**src/rtl/serreg_pkg.sv**
```systemverilog
package serreg_pkg;

    localparam int ADDR_W        = 5;
    localparam int DATA_W        = 8;
    localparam int CFG_BIDIR_BIT = 7;
    localparam int CFG_LSB_BIT   = 6;
    localparam int CFG_SRST_BIT  = 5;
    localparam int CNT_W         = 2;

    typedef enum logic [1:0] {
        PH_INSTR,
        PH_WR,
        PH_RD,
        PH_DONE
    } phase_e;

    // Power-up value of each entry; entry 0 (configuration) is all zero.
    function automatic logic [DATA_W-1:0] reg_default(input int idx);
        if (idx == 0) return '0;
        return {3'b101, ADDR_W'(idx)};
    endfunction

endpackage

```
**src/rtl/serreg_edge.sv**
```systemverilog
module serreg_edge (
    input  logic clk,
    input  logic rst_n,
    input  logic sig_i,
    output logic rise_o,
    output logic fall_o
);

    typedef struct packed {
        logic prev;
    } edge_st_t;

    edge_st_t st_d, st_q;

    always_comb begin
        st_d      = st_q;
        st_d.prev = sig_i;
    end

    always_ff @(posedge clk or negedge rst_n) begin
        if (!rst_n) st_q <= '0;
        else        st_q <= st_d;
    end

    assign rise_o = sig_i & ~st_q.prev;
    assign fall_o = ~sig_i & st_q.prev;

endmodule

```
**src/rtl/serreg_shifter.sv**
```systemverilog
module serreg_shifter #(
    parameter  int W  = 8,
    localparam int CW = $clog2(W)
) (
    input  logic          clk,
    input  logic          rst_n,
    input  logic          clr_i,
    input  logic          take_i,
    input  logic          bit_i,
    input  logic          lsb_first_i,
    output logic          done_o,
    output logic [W-1:0]  byte_o,
    output logic [CW-1:0] count_o
);

    typedef struct packed {
        logic [W-1:0]  sh;
        logic [CW-1:0] cnt;
    } shf_st_t;

    shf_st_t      st_d, st_q;
    logic [W-1:0] merged;

    always_comb begin
        st_d   = st_q;
        done_o = 1'b0;
        merged = lsb_first_i ? {bit_i, st_q.sh[W-1:1]} : {st_q.sh[W-2:0], bit_i};
        if (clr_i) begin
            st_d = '0;
        end else if (take_i) begin
            st_d.sh = merged;
            if (st_q.cnt == CW'(W - 1)) begin
                done_o   = 1'b1;
                st_d.cnt = '0;
            end else begin
                st_d.cnt = st_q.cnt + CW'(1);
            end
        end
    end

    always_ff @(posedge clk or negedge rst_n) begin
        if (!rst_n) st_q <= '0;
        else        st_q <= st_d;
    end

    assign byte_o  = merged;
    assign count_o = st_q.cnt;

endmodule

```
**src/rtl/serreg_regfile.sv**
```systemverilog
module serreg_regfile
    import serreg_pkg::*;
#(
    parameter  int AW       = ADDR_W,
    parameter  int DW       = DATA_W,
    parameter  int HOLD_IDX = 4,
    localparam int NREG     = 1 << AW
) (
    input  logic          clk,
    input  logic          rst_n,
    input  logic          we_i,
    input  logic [AW-1:0] waddr_i,
    input  logic [DW-1:0] wdata_i,
    input  logic [AW-1:0] raddr_i,
    output logic [DW-1:0] rdata_o,
    input  logic [AW-1:0] paddr_i,
    output logic [DW-1:0] pdata_o,
    output logic          cfg_lsb_o,
    output logic          cfg_bidir_o
);

    logic [DW-1:0] mem_d [NREG];
    logic [DW-1:0] mem_q [NREG];
    logic          srst;

    always_comb begin
        srst = we_i && (waddr_i == '0) && wdata_i[CFG_SRST_BIT];
        for (int i = 0; i < NREG; i++) begin
            mem_d[i] = mem_q[i];
            if (srst && (i != 0) && (i != HOLD_IDX)) mem_d[i] = DW'(reg_default(i));
        end
        if (we_i) begin
            mem_d[waddr_i] = wdata_i;
            if (srst) mem_d[0][CFG_SRST_BIT] = 1'b0;
        end
    end

    for (genvar g = 0; g < NREG; g++) begin : g_ent
        always_ff @(posedge clk or negedge rst_n) begin
            if (!rst_n) mem_q[g] <= DW'(reg_default(g));
            else        mem_q[g] <= mem_d[g];
        end
    end

    assign rdata_o     = mem_q[raddr_i];
    assign pdata_o     = mem_q[paddr_i];
    assign cfg_lsb_o   = mem_q[0][CFG_LSB_BIT];
    assign cfg_bidir_o = mem_q[0][CFG_BIDIR_BIT];

endmodule

```
**src/rtl/serreg_ctrl.sv**
```systemverilog
module serreg_ctrl
    import serreg_pkg::*;
#(
    parameter  int AW = ADDR_W,
    parameter  int DW = DATA_W,
    localparam int CW = $clog2(DW)
) (
    input  logic          clk,
    input  logic          rst_n,
    input  logic          cs_i,
    input  logic          fall_i,
    input  logic          done_i,
    input  logic [DW-1:0] byte_i,
    input  logic [CW-1:0] bitcnt_i,
    input  logic          lsb_i,
    output logic [AW-1:0] raddr_o,
    input  logic [DW-1:0] rdata_i,
    output logic          we_o,
    output logic [AW-1:0] waddr_o,
    output logic [DW-1:0] wdata_o,
    output logic          rd_phase_o,
    output logic          out_o
);

    typedef struct packed {
        phase_e           phase;
        logic [AW-1:0]    addr;
        logic [CNT_W-1:0] cnt;
        logic [DW-1:0]    tx;
        logic             out;
    } ctl_st_t;

    ctl_st_t       st_d, st_q;
    logic          lsb_eff;
    logic [AW-1:0] addr_step;

    // Step direction honours a configuration byte completing in this cycle.
    always_comb begin
        lsb_eff = lsb_i;
        if (st_q.phase == PH_WR && st_q.addr == '0) lsb_eff = byte_i[CFG_LSB_BIT];
        addr_step = lsb_eff ? st_q.addr + AW'(1) : st_q.addr - AW'(1);
        raddr_o   = (st_q.phase == PH_INSTR) ? byte_i[AW-1:0] : addr_step;
    end

    always_comb begin
        st_d    = st_q;
        we_o    = 1'b0;
        waddr_o = st_q.addr;
        wdata_o = byte_i;
        if (!cs_i) begin
            st_d.phase = PH_INSTR;
            st_d.cnt   = '0;
        end else begin
            if (done_i) begin
                st_d.tx = rdata_i;
                unique case (st_q.phase)
                    PH_INSTR: begin
                        st_d.addr  = byte_i[AW-1:0];
                        st_d.cnt   = byte_i[DW-2 -: CNT_W];
                        st_d.phase = byte_i[DW-1] ? PH_RD : PH_WR;
                    end
                    PH_WR, PH_RD: begin
                        we_o      = (st_q.phase == PH_WR);
                        st_d.addr = addr_step;
                        if (st_q.cnt == '0) st_d.phase = PH_DONE;
                        else                st_d.cnt   = st_q.cnt - CNT_W'(1);
                    end
                    default: ;
                endcase
            end
            if (fall_i && st_q.phase == PH_RD)
                st_d.out = st_q.tx[lsb_i ? bitcnt_i : (CW'(DW - 1) - bitcnt_i)];
        end
    end

    always_ff @(posedge clk or negedge rst_n) begin
        if (!rst_n) begin
            st_q       <= '0;
            st_q.phase <= PH_INSTR;
        end else begin
            st_q <= st_d;
        end
    end

    assign rd_phase_o = (st_q.phase == PH_RD);
    assign out_o      = st_q.out;

endmodule

```
**src/rtl/serreg_slave.sv**
```systemverilog
module serreg_slave
    import serreg_pkg::*;
#(
    parameter int HOLD_IDX = 4
) (
    input  logic              clk,
    input  logic              rst_n,
    input  logic              spi_csn,
    input  logic              spi_sclk,
    input  logic              sdio_i,
    output logic              sdio_o,
    output logic              sdio_oe,
    output logic              sdo_o,
    output logic              sdo_oe,
    input  logic [ADDR_W-1:0] rf_addr,
    output logic [DATA_W-1:0] rf_data
);

    localparam int CW = $clog2(DATA_W);

    logic              cs_act, sck_rise, sck_fall;
    logic              byte_done, cfg_lsb_w, cfg_bidir_w;
    logic [DATA_W-1:0] byte_val, rdata_w, wdata_w;
    logic [CW-1:0]     bitcnt_w;
    logic [ADDR_W-1:0] raddr_w, waddr_w;
    logic              we_w, rd_phase_w, out_w, rd_active;

    assign cs_act = ~spi_csn;

    serreg_edge u_sck (
        .clk    (clk),
        .rst_n  (rst_n),
        .sig_i  (spi_sclk),
        .rise_o (sck_rise),
        .fall_o (sck_fall)
    );

    serreg_shifter #(.W(DATA_W)) u_shf (
        .clk         (clk),
        .rst_n       (rst_n),
        .clr_i       (spi_csn),
        .take_i      (sck_rise & cs_act),
        .bit_i       (sdio_i),
        .lsb_first_i (cfg_lsb_w),
        .done_o      (byte_done),
        .byte_o      (byte_val),
        .count_o     (bitcnt_w)
    );

    serreg_ctrl #(.AW(ADDR_W), .DW(DATA_W)) u_ctl (
        .clk        (clk),
        .rst_n      (rst_n),
        .cs_i       (cs_act),
        .fall_i     (sck_fall),
        .done_i     (byte_done),
        .byte_i     (byte_val),
        .bitcnt_i   (bitcnt_w),
        .lsb_i      (cfg_lsb_w),
        .raddr_o    (raddr_w),
        .rdata_i    (rdata_w),
        .we_o       (we_w),
        .waddr_o    (waddr_w),
        .wdata_o    (wdata_w),
        .rd_phase_o (rd_phase_w),
        .out_o      (out_w)
    );

    serreg_regfile #(.AW(ADDR_W), .DW(DATA_W), .HOLD_IDX(HOLD_IDX)) u_rf (
        .clk         (clk),
        .rst_n       (rst_n),
        .we_i        (we_w),
        .waddr_i     (waddr_w),
        .wdata_i     (wdata_w),
        .raddr_i     (raddr_w),
        .rdata_o     (rdata_w),
        .paddr_i     (rf_addr),
        .pdata_o     (rf_data),
        .cfg_lsb_o   (cfg_lsb_w),
        .cfg_bidir_o (cfg_bidir_w)
    );

    assign rd_active = cs_act & rd_phase_w;
    assign sdio_oe   = rd_active & cfg_bidir_w;
    assign sdo_oe    = rd_active & ~cfg_bidir_w;
    assign sdio_o    = out_w;
    assign sdo_o     = out_w;

endmodule

```
**config.mk**
```make
export PLATFORM = sky130hd
export DESIGN_NAME = serreg_slave
export DESIGN_NICKNAME = d
export VERILOG_FILES = /design/src/rtl/serreg_pkg.sv /design/src/rtl/serreg_edge.sv /design/src/rtl/serreg_shifter.sv /design/src/rtl/serreg_regfile.sv /design/src/rtl/serreg_ctrl.sv /design/src/rtl/serreg_slave.sv
export SDC_FILE = /design/constraint.sdc
export NUM_CORES = 1
export LEC_CHECK = 0
export ABC_AREA = 1
export BUFFER_PORTS_ARGS = -buffer_cell sky130_fd_sc_hd__buf_2
export CAP_MARGIN = 20
export CORE_MARGIN = 2
export CORE_UTILIZATION = 45
export CTS_BUF_LIST = sky130_fd_sc_hd__clkbuf_8 sky130_fd_sc_hd__clkbuf_16
export DETAILED_ROUTE_END_ITERATION = 12
export GPL_TIMING_DRIVEN = 0
export PLACE_DENSITY_LB_ADDON = 0.08
export REMOVE_ABC_BUFFERS = 1
export SYNTH_ARGS = -nofsm -noshare
export SYNTH_HDL_FRONTEND = slang
export SYNTH_SLANG_ARGS = --single-unit
export TNS_END_PERCENT = 30
```
**constraint.sdc**
```tcl
create_clock -name clk -period 6.6 [get_ports clk]
set_input_delay 0.99 -clock clk [delete_from_list [all_inputs] [get_ports clk]]
set_output_delay 0.99 -clock clk [all_outputs]
set_load 0.01 [all_outputs]
```
Yosys cells after proc, flatten, opt, wreduce, memory -nomap -nowiden
Index checks and enable logic that the tools add are counted.

operators by class
  add/sub/neg operators = 5
  $mul = 0
  div/mod/pow operators = 0
  $lt $le $gt $ge = 5
  eq/ne operators = 5
  shift-type cells = 0
  multiplexer cells = 64
  bitwise operators = 13
  reductions and logical operators = 18

operators by type and width
  kind                                                                   count
  8-bit 2-to-1 mux                                                       36
  256-bit bitwise mux                                                    1
  248-bit 2-to-1 mux                                                     1
  8-bit binary-select mux with 5-bit select                              2
  8-bit demux with 5-bit select                                          1
  11-bit 2-to-1 mux                                                      2
  6-bit greater-or-equal comparator (second input constant)              3
  5-bit NOT with 6-bit output                                            3
  9-bit one-hot mux with 2 select lines                                  1
  17-bit 2-to-1 mux                                                      1
  2-bit 2-to-1 mux                                                       5
  5-bit 2-to-1 mux                                                       2
  1-bit 2-to-1 mux                                                       9
  3-bit AND reduction                                                    3
  1-bit AND                                                              6
  6-bit by 1-bit < comparator with 1-bit output (second input constant)  1
  3-bit 2-to-1 mux                                                       2
  2-bit nonzero test                                                     3
  5-bit by 1-bit adder with 5-bit output (second input constant)         1
  1-bit logical AND                                                      5
  5-bit logical NOT                                                      1
  5-bit by 1-bit subtractor with 5-bit output (second input constant)    1
  2-bit logical NOT                                                      2
  3-bit by 4-bit < comparator with 1-bit output (second input constant)  1
  other kinds (13)                                                       17

word-level totals
  bits in registers = 286
  bits in latches = 0
  bits in writable memories = 0
  ROM bits = 0
  input port bits = 10
  output and inout port bits = 12
  word-level logic and storage cells = 150
  memories = 0

Logic depth before layout (Yosys ltp)
  depth after elaboration = 12
  gate-level depth with buffers = 25
  depth with buffers taken out = 24

Modules after synthesis
Synthesis repeated with hierarchy kept, for this count alone.

unflattened totals
  cells, all modules = 2435
  area total of the unflattened synthesis = 17327.9 µm²

modules (own cells, without submodules)
  module          instances  cells an instance  area an instance (µm²)  sequential area each (µm²)
  serreg_regfile  1          2152               15200.8                 6583.8
  serreg_ctrl     1          187                1425.1                  450.4
  serreg_shifter  1          83                 625.6                   275.3
  serreg_edge     1          5                  40.0                    25.0
  serreg_slave    1          8                  36.3                    0.0

Worst setup path before layout
OpenSTA, ideal clock, no wires.

  kind = input to output
  start point = input port rf_addr[0]
  end point = output port rf_data[5]
  arrival = 2483 ps
  required time = 5610 ps
  slack = 3127 ps
  stages on the path = 10
  buffers on the path = 3
  cell sequence = clkbuf_1 > inv_1 > clkbuf_1 > clkbuf_1 > nand2_1 > a22oi_1 > nor2_1 > nor2_1 > o21ai_0 > a32oi_1

on the way
  longest elaborated chain between the ends = 4

ends and longest elaborated chain
  element                                               RTL line              RTL
  from (decl)                                           serreg_slave.sv:15    input logic [ADDR_W-1:0] rf_addr,
  5-bit NOT with 6-bit output (not written as such)     serreg_regfile.sv:46  assign pdata_o = mem_q[paddr_i];
  8-bit binary-select mux with 5-bit select             serreg_regfile.sv:46
  8-bit 2-to-1 mux (not written as such) (2 in series)  serreg_regfile.sv:46
  to (decl)                                             serreg_slave.sv:16    output logic [DATA_W-1:0] rf_data

Every way passes these cells. The select of a mux whose other input is x is not followed.

Worst setup path after layout
  start point = register u_rf.mem_q (netlist bit u_rf.cfg_lsb_o)
  end point = register u_ctl.st_q[8] (netlist name)

on the way
  longest elaborated chain between the ends = 8

ends and longest elaborated chain
  element                                                 RTL line              RTL
  from (decl)                                             serreg_regfile.sv:23  logic [DW-1:0] mem_q [NREG];
  from (signal, indexed assignment)                       serreg_regfile.sv:40  if (!rst_n) mem_q[g] <= DW'(reg_default(g));
  from (signal, indexed assignment)                       serreg_regfile.sv:41  else mem_q[g] <= mem_d[g];
  8-bit 2-to-1 mux                                        serreg_shifter.sv:27  merged = lsb_first_i ? {bit_i, st_q.sh[W-1:1]} : {st_q.sh[W-2:0], bit_i};
  1-bit 2-to-1 mux                                        serreg_ctrl.sv:40     if (st_q.phase == PH_WR && st_q.addr == '0) lsb_eff = byte_i[CFG_LSB_BIT];
  5-bit 2-to-1 mux                                        serreg_ctrl.sv:41     addr_step = lsb_eff ? st_q.addr + AW'(1) : st_q.addr - AW'(1);
  5-bit 2-to-1 mux *                                      serreg_ctrl.sv:42     raddr_o = (st_q.phase == PH_INSTR) ? byte_i[AW-1:0] : addr_step;
  5-bit NOT with 6-bit output (not written as such) *     serreg_regfile.sv:45  assign rdata_o = mem_q[raddr_i];
  8-bit binary-select mux with 5-bit select *             serreg_regfile.sv:45
  8-bit 2-to-1 mux (not written as such) * (2 in series)  serreg_regfile.sv:45
  to (signal assigned)                                    serreg_ctrl.sv:81     st_q <= st_d;
  to (decl)                                               serreg_ctrl.sv:33     ctl_st_t st_d, st_q;

Every way passes the cells marked *; elsewhere a longest branch is shown, timed or not. The select of a mux whose other input is x is not followed.
A chain may end at the register's enable or synchronous reset.

==> impl_metrics.tcl <==
set metrics [dict create \
    antenna-diode-count 0 \
    met3_length_um 4530 \
    synth.largest_area_cell "dfstp_2" \
    setup-violations-final 0 \
    io_pins 22 \
    netlist_top_cells_area "dfstp_2 (23%), dfrtp_1 (22%), o21ai_0 (8.7%)" \
    switching_share_pct 24.3 \
    synth-main-ff-cell "dfrtp_1" \
    cts_tree "built" \
    r2r_slack_ps 440 \
    grt_pass1_vias 14800 \
    p_switching_uw 958 \
    rr_worst_depth 20 \
    core_area_um2 36400 \
    core.rowCount 70 \
    p_clk_share_pct 49.6 \
    dpl.cell_count 2543 \
    cts_inserted_buffers 35 \
    synth_seq_area_share_pct 44.3 \
    power.leakage_uw 0.00882 \
    clockBufferDepth 3 \
    crit_path_end_kind "flop" \
    syn-cell-area_um2 16600 \
    grt_max_degree 109 \
    utilization_pct 49.8 \
    fin_crit_ps 6160 \
    cts-root-buf "clkbuf_16" \
    synthArstFlopShare_pct 100 \
    r2r-end "u_ctl.st_q[8]" \
    ant_nets 0 \
    yosysMostFrequentCell "nand2_1" \
    syn_inst 2195 \
    setup_tns_ps 0 \
    met1_length_um 25700 \
    reg2reg_from "u_rf.cfg_lsb_o" \
    synth.avg_cell_area_um2 7.55 \
    wl_met2_um 27000 \
    overflow 0 \
    critPathMaxFanout 33 \
    fp.dieArea_um2 38400 \
    portBuffers 21 \
    areaGrowthSynthToFinish_pct 9.48 \
    finalPower_uw 3950 \
    fin_skew_ps 16.1 \
    drt_pass1_iterations 6 \
    insertion_delay_ps 550 \
    worstSetupStartpointType "flop" \
    wl_per_cell_um 23.0 \
    combPwrFrac_pct 5.8 \
    min_period_over_period_pct 93.4 \
    clock_sinks 286 \
    path_class "reg2reg" \
    synth-edff-count 0 \
    path_cells "inv_1 > nand2_1 > nand2_2 > nand3_1 > nand3_1 > nand2_1 > inv_2 > ha_1 > inv_1 > nand2_1 > nand2_1 > nand3_2 > nand2_2 > o21ai_1 > nand2_1 > nand2_1 > nand3_1 > nand2_1 > nand2_1 > nand2_1" \
    nets 2131 \
    synthTopCellsByCount "nand2_1 (352), o21ai_0 (288), inv_1 (286)" \
    slowest_stage "nand2_2" \
    synth.top_cell.area_share_pct 22.5 \
    grt_use_total_pct 31.0 \
    final_cells 2607 \
    crit_path_max_incr_delay_ps 1220 \
    worst_ep_arrival_time_ps 6590 \
    first_iter_violations 1844 \
    vias 16000 \
    place.gp.congestion 0.863 \
    powerDensity_nw_per_um2 218 \
    rsz0062_at_grt "no" \
    start_util_pct 45.5 \
    antenna_found_initial 1 \
    top_layer_used "met5" \
    worstMarginPinSlew_ps 1150 \
    p_int_uw 2990 \
    pre_cts_slack_ps 652 \
    finalHoldViolations 0 \
    yosys.cell_types.count 41 \
    relSlewSlack_pct 23.6 \
    cts_resized 0 \
    worst-endpoint-required_ps 7030 \
    fmax_mhz 162 \
    vias_per_cell 6.14 \
    wl_um 59900 \
    outcome "finished clean" \
    die_w_um 196 \
    drcViolationCount 0 \
    cts_htree_levels 2 \
    synth-seq-cells 286 \
    yosysWarningCount 0 \
    postCtsHoldBufs 0 \
    ir_drop_uv 183 \
    min_path_type "in2async" \
    seqPwrFrac_pct 44.6 \
    drive_above_1_share_pct 13.2 \
    post-cts-setup-buffers 0 \
    clkTransAtPathRegs_ps 60 \
    worst_slack_ps 436 \
    drv_slew 0 \
    crit_top_cell "nand2_1" \
    die_h_um 196 \
    drv_cap 0 \
    dp_hpwl_um 36000 \
    grt_pass1_wl_um 91100 \
]
[kinds of logic after synthesis]
kind of cell | after synthesis | synth area share, %
compound gates | 762 | 26.2
simple gates | 677 | 17.6
buf+inv | 459 | 11.1
flops | 286 | 44.3
fa+ha+maj | 8 | 0.604
xor+xnor | 3 | 0.159
[flip-flops by register name, indices dropped and copies added (netlist names), 3 cells and up]
signal,count
u_shf.st_q,8
u_shf.count_o,3
u_ctl.waddr_o,5
u_rf.mem_q,254
u_ctl.st_q,12
[placed cells by master, fill, tap and decap left out, types with 3 or more instances in the layout]
cell and count:
clkbuf_8 8, a32oi_1 8, buf_16 10, o21ai_4 3, o21ai_2 4, a31oi_1 9
a21oi_1 115, ha_1 8, buf_8 3, o21ai_0 288, dfrtp_1 144, nand3_2 4
clkinv_1 4, buf_2 19, nor2_2 3, inv_1 297, nor2_1 144, clkbuf_16 37
o21ai_1 49, inv_2 11, nor3_2 5, nand4_1 10, o211ai_1 54, nand2_1 348
nand3_1 141, nand2_2 12, o22ai_1 212, dfstp_2 142, o221ai_1 17, clkinv_2 3
[power by group through the flow]
stage / registers, uW / clock network (uW) / logic (uW)
6_report: 1760 / 1960 / 230
3_3_place_gp: 1790 / 0 / 222
5_1_grt: 1760 / 2040 / 248
4_1_cts: 1760 / 1990 / 228
3_5_place_dp: 1790 / 0 / 228
2_1_floorplan: 1790 / 0 / 94.1
[metrics by stage]
step	hold slack, ps	cell area [um2]
after floorplan	444	15900
after detailed placement	464	17000
after global routing	500	18100
after global placement	467	16600
final	455	18100
after CTS	465	18100
[routing by layer]
layer	vias to the layer above	GRT usage [%]
met3	154	4.68
met2	708	48.3
met4	2	14.3
met5	-	0
li1	7350	-
met1	7792	42.9
[critical path, delay by kind of cell, from the launching register on]
family,cells,cell delay [ps]
AND/OR/NAND/NOR,15,4230
flip-flops,1,980
buffers and inverters,3,380
AO/OA/AOI/OAI,1,260
adder cells (fa/ha/maj),1,160
[how the worst max path moves through the flow]
stage,slack [ps],to,startpoint
after global routing,220,u_ctl.st_q[8],u_rf.cfg_lsb_o
after CTS,630,u_ctl.st_q[3],u_rf.cfg_lsb_o
after floorplan,870,u_ctl.st_q[5],sdio_i
final,440,u_ctl.st_q[8],u_rf.cfg_lsb_o
after detailed placement,650,u_ctl.st_q[3],u_rf.cfg_lsb_o
after global placement,-3660,u_ctl.st_q[1],sdio_i
[cell type report]
| type | instances | area [um2] |
|---|---|---|
| Fill cell | 3571 | 18300 |
| Multi-Input combinational cell | 1450 | 7440 |
| Sequential cell | 286 | 7330 |
| Inverter | 304 | 1160 |
| Clock buffer | 45 | 1040 |
| Tap cell | 468 | 586 |
| Timing Repair Buffer | 36 | 465 |
| Clock inverter | 18 | 124 |
(Power assumes the default switching activity.)
